`src/rtl/msi_msg_gen.sv`:
```
module msi_msg_gen #(
  parameter int NVEC = 32,
  parameter int AW   = 64,
  parameter int DW   = 32
) (
  input  logic            clk,
  input  logic            rst_n,
  input  logic            cfg_enable,
  input  logic            cfg_addr64,
  input  logic [AW-1:0]   cfg_addr,
  input  logic [15:0]     cfg_data,
  input  logic [2:0]      cfg_vecs,
  input  logic [NVEC-1:0] cfg_mask,
  input  logic [NVEC-1:0] irq_req,
  input  logic            pw_valid,
  output logic            pw_ready,
  input  logic [AW-1:0]   pw_addr,
  input  logic [DW-1:0]   pw_data,
  output logic            wr_valid,
  input  logic            wr_ready,
  output logic            wr_msg,
  output logic [AW-1:0]   wr_addr,
  output logic [DW-1:0]   wr_data
);
  localparam int VW = (NVEC > 1) ? $clog2(NVEC) : 1;

  logic [2:0]      lg;
  logic [VW:0]     nv;
  logic [NVEC-1:0] pend, rng, set, cand, clr;
  logic [VW-1:0]   vec;
  logic            have, msg_go;
  logic [15:0]     lowm, mdata;
  logic [AW-1:0]   maddr;

  assign lg = (cfg_vecs > 3'(VW)) ? 3'(VW) : cfg_vecs;
  assign nv = (VW+1)'(1) << lg;

  always_comb begin
    set = '0;
    for (int i = 0; i < NVEC; i++) begin
      rng[i] = (VW+1)'(i) < nv;
      if (irq_req[i]) begin
        if ((VW+1)'(i) < nv) set[i] = 1'b1;
        else                 set[VW'(nv - 1'b1)] = 1'b1;
      end
    end
  end

  assign cand = pend & ~cfg_mask & rng;

  always_comb begin
    have = 1'b0;
    vec  = '0;
    for (int i = NVEC-1; i >= 0; i--) begin
      if (cand[i]) begin
        have = 1'b1;
        vec  = VW'(i);
      end
    end
  end

  assign msg_go = cfg_enable && have && !pw_valid;
  assign lowm   = 16'((17'(1) << lg) - 17'(1));
  assign mdata  = (cfg_data & ~lowm) | 16'(vec);
  assign maddr  = cfg_addr64 ? cfg_addr : AW'(cfg_addr[31:0]);

  assign pw_ready = wr_ready;
  assign wr_valid = pw_valid | msg_go;
  assign wr_msg   = msg_go;
  assign wr_addr  = pw_valid ? pw_addr : maddr;
  assign wr_data  = pw_valid ? pw_data : DW'(mdata);

  assign clr = (msg_go && wr_ready) ? (NVEC'(1) << vec) : '0;

  always_ff @(posedge clk) begin
    if (!rst_n) pend <= '0;
    else        pend <= (pend & ~clr) | set;
  end

  a_r8_data_first: assert property (@(posedge clk) disable iff (!rst_n)
    pw_valid |-> (!wr_msg && wr_valid && pw_ready == wr_ready));
  a_r9_no_msg_off: assert property (@(posedge clk) disable iff (!rst_n)
    !cfg_enable |-> !wr_msg);
  a_r9_pend_held: assert property (@(posedge clk) disable iff (!rst_n)
    (!cfg_enable && irq_req == '0) |=> pend == $past(pend));
  a_r7_clear_on_accept: assert property (@(posedge clk) disable iff (!rst_n)
    (wr_msg && wr_ready && irq_req == '0) |=> !pend[$past(vec)]);
  a_r4_addr32: assert property (@(posedge clk) disable iff (!rst_n)
    (wr_msg && !cfg_addr64) |-> wr_addr[AW-1:32] == '0);
  a_r5_vec_in_range: assert property (@(posedge clk) disable iff (!rst_n)
    wr_msg |-> ((VW+1)'(vec) < nv && wr_data[DW-1:16] == '0));
endmodule

```
`config.mk`:
```
export PLATFORM = sky130hd
export DESIGN_NAME = msi_msg_gen
export DESIGN_NICKNAME = d
export VERILOG_FILES = /design/src/rtl/msi_msg_gen.sv
export SDC_FILE = /design/constraint.sdc
export NUM_CORES = 1
export LEC_CHECK = 0
export BUFFER_PORTS_ARGS = -buffer_cell sky130_fd_sc_hd__buf_4
export CAP_MARGIN = 15
export CORE_AREA = 2 2 134 136
export CTS_CLUSTER_SIZE = 10
export DETAILED_ROUTE_END_ITERATION = 6
export DIE_AREA = 0 0 136 138
export MAX_ROUTING_LAYER = met4
export PLACE_DENSITY = 0.63
export SLEW_MARGIN = 20
export SYNTH_ARGS = -nofsm -noshare
export SYNTH_HDL_FRONTEND = slang
export SYNTH_SLANG_ARGS = --single-unit
export TNS_END_PERCENT = 5
```
`constraint.sdc`:
```
create_clock -name clk -period 3.23 [get_ports clk]
set_clock_uncertainty 0.05 [all_clocks]
set_input_delay 0.1615 -clock clk [delete_from_list [all_inputs] [get_ports clk]]
set_output_delay 0.1615 -clock clk [all_outputs]
set_load 0.05 [all_outputs]
```
==> summary.md <==
| Metric | Value |
|---|---|
| Reg2Reg Depth | `9` |
| Total number of vias | `6249` |
| Sw Pwr | `1060 uW` |
| Setup TNS Final | `0 ps` |
| Total power | `between 2000 and 2500 uW` |
| R2r endpoint | `pend[27]` |
| Root buf cell | `clkbuf_16` |
| Post-Synthesis Cells | `584` |
| Synth top cells by count | `a21oi_1 (54), mux2_2 (44), o21ai_0 (39)` |
| Max cap viols | `0` |
| CP cell instances | `nor2b_1 -> o21ai_0 -> o211ai_1 -> a311o_1 -> a2111oi_0 -> a211oi_1 -> o21ai_1 -> buf_4` |
| Worst setup SP type | `register` |
| Area of the multi-input gates | `about 3400 sq um` |
| Sequential Area | `641 sq um` |
| 1st-pass router iterations | `5` |
| Logic depth of the worst setup path including buffers | `8` |
| Largest net degree at the start of global routing | `80` |
| Setup CP Type | `reg2out` |
| Skew-Pair Late Insertion Delay | `280 ps` |
| Number of global-route vias before repair | `6107` |
| Via/cell ratio | `5.31` |
| Pins over their slew limit | `0` |
| # DRC | `0` |
| CTS sink count | `32` |
| Global Route Usage Sum | `0.265` |
| Most frequent cell after synthesis | `a21oi_1` |
| Most flops, register | `pend` |
| Die X | `136 um` |
| Crit end category | `output pin` |
| CP peak stage delay | `520 ps` |
| RSZ-0062 raised after global routing | `false` |
| Final Hold Fails | `0` |
| Standard-cell rows | `49` |
| Async set-reset flop share out of synthesis | `0` |
| Initial Util | `0.241` |
| PortBufs | `347` |
| Reg clk slew, reported paths | `60 ps` |
| Share of the synthesized area in the top cell type | `0.151` |
| Top delay family on crit path | `compound AO/OA/AOI/OAI gates` |
| Die height | `138 um` |
| Post-route ant nets | `0` |
| Critical-path top delay cell | `a2111oi_0` |
| Final period util | `0.942` |
| Finished Cell Area | `around 7500 sq um` |
| Cell taking the most area after synthesis | `dfxtp_1` |
| Ports | `approximately 350` |
| Synth warn | `0` |
| Core area | `between 15000 and 20000 sq um` |
| RR Startpoint | `pend[22]` |
| Largest regs | `pend (32)` |
| WL/cell | `21.4 um` |
| Maximum vdd drop | `0.199 mV` |
| Layout cells sized above 1 | `0.478` |
| Slew @ Worst Pin | `565 ps` |
| CTS tree | `built` |
| Seq/Total Area, Yosys | `0.151` |
| Grt total ovfl | `0` |
| Post-DP HPWL | `21500 um` |
| Arrival @ worst endpoint | `2830 ps` |
| Post-CTS Hold Fix Bufs | `0` |
| Critical path buffer and inverter count | `1` |
| Slew HR | `0.621` |
| CP startpoint | `pend[12]` |
| Min cycle time layout | `3040 ps` |
| Reg-to-reg slack, setup | `360 ps` |
| CTS Buf Count | `5` |
| Post-synth top flop | `dfxtp_1` |
| Final wirelength | `25200 um` |
| Post-synth EDFFs | `0` |
| H-Tree Depth | `2` |
| Antenna violations before repair | `2` |
| Post-Syn Area per Cell | `7.25 sq um` |
| Part of the power in registers | `0.191` |
| Worst path required time | `3020 ps` |
| Final #Nets | `1198` |
| Dpl cell area | `7300 sq um` |
| Final GP Congestion | `slightly above 1` |
| Max FFs per register | `32` |
| Pint | `1330 uW` |
| CTS max path bufs | `2` |
| Fill cell total of the finished layout | `between 1500 and 2000` |
| Initial DRC count | `548` |
| Netlist cell types | `69` |
| Worst Hold Class | `in2reg` |
| Flops & latches, synth | `32` |
| First-pass GRT wire length | `36900 um` |
| Combinational share of power | `0.605` |
| Area contributors post-synth | `dfxtp_1 (15%), mux2_2 (12%), a22o_1 (6.6%), a21oi_1 (6.4%), o21ai_0 (4.6%)` |
| DIE AREA | `approximately 19000 sq um` |
| Run status | `complete, no violations` |
| Mapped Nets | `838` |
| Area Growth Syn to Fin | `76.5%` |
| Netlist Area Pre-Place | `4230 sq um` |
| Sw Ratio | `0.444` |
| Fmax | `about 330 MHz` |
| Pwr dens | `319 nW/um^2` |
| P_leak | `roughly 0.0034 uW` |
| Final Setup Violations | `0` |
| Worst Path Max Fanout | `4` |
| Clk network pwr share | `0.204` |
| Setup crit end | `wr_data[0]` |
metrics by stage:
| step | cells | setup WS (ps) | hold WS (ps) | utilization |
|---|---|---|---|---|
| 6_report | 1176 | 186 | 98.7 | 0.426 |
| 3_5_place_dp | 1166 | 95.5 | 383 | 0.416 |
| 5_1_grt | 1176 | 13.4 | 97.5 | 0.426 |
| 2_1_floorplan | 584 | -125 | 249 | - |
| 3_3_place_gp | 1166 | 159 | 374 | 0.416 |
| 4_1_cts | 1174 | 201 | 97.6 | 0.425 |
power by group through the flow:
stage | logic [uW] | registers [uW] | clock network, uW
2_1_floorplan | 807 | 452 | 0
3_3_place_gp | 1430 | 461 | 0
3_5_place_dp | 1430 | 462 | 0
4_1_cts | 1440 | 453 | 492
5_1_grt | 1520 | 457 | 509
6_report | 1440 | 455 | 487
worst min-delay path by stage:
| stage | start | endpoint | slack (ps) | cells past startpoint |
|---|---|---|---|---|
| 2_1_floorplan | irq_req[17] | pend[17] | 250 | 2 |
| 3_3_place_gp | irq_req[28] | pend[28] | 370 | 3 |
| 3_5_place_dp | irq_req[28] | pend[28] | 380 | 3 |
| 4_1_cts | irq_req[28] | pend[28] | 100 | 3 |
| 5_1_grt | irq_req[28] | pend[28] | 100 | 3 |
| 6_report | irq_req[28] | pend[28] | 100 | 3 |
what timing repair did:
action / in CTS / in global routing
hold endpoints to repair: 0 / 0
setup endpoints to repair: 0 / 1
buffers inserted: 0 / 0
gates resized for setup: 0 / 1
routing by layer:
metal	wire [um]	part of all wire	vias up	global-route usage
met5	0	0	-	-
met4	684	0.027	0	0.0625
met3	2110	0.084	32	0.0612
met2	12300	0.49	332	0.443
met1	10000	0.40	2903	0.320
li1	-	-	2982	-
cells in the final DEF, fill, tap and decap left out, drive strengths merged, types with 15 or more instances in the layout:
cell,Yosys,routed
buf,10,391
and2,26,26
inv,15,15
nand2,37,37
mux2,44,44
nor2,28,28
o21ai,44,44
a22o,32,32
nor2b,29,29
nand2b,19,19
a21oi,54,54
a31oi,23,23
nor3,27,27
dfxtp,32,32
kinds of logic (layout without fill, tap and decap cells):
logic type,count (synthesis),count (layout),share of synthesized area
flip-flops,32,32,0.151
AO/OA/AOI/OAI,233,233,0.380
other,0,2,0
AND/OR/NAND/NOR,215,215,0.281
adder cells (fa/ha/maj),5,5,0.0148
multiplexers,44,44,0.117
XOR/XNOR,1,1,0.00207
buffers and inverters,54,415,0.0535
final cells by class:
type | count | share of cell area
timing repair buffer | 391 | 0.395
tap | 229 | 0.0384
inverter | 16 | 0.00804
clock inverter | 2 | 0.00201
clock buffer | 6 | 0.0186
multi-input combinational | 498 | 0.452
antenna | 2 | 0.000670
sequential | 32 | 0.0858
worst reg2reg max path: cells and delay by family, from the launching register on:
kind	cells	cell delay (ps)
AOI/OAI and AO/OA	4	1070
and+or+nand+nor	3	910
buffers and inverters	2	390
DFF	1	330
(Power assumes the default switching activity.)
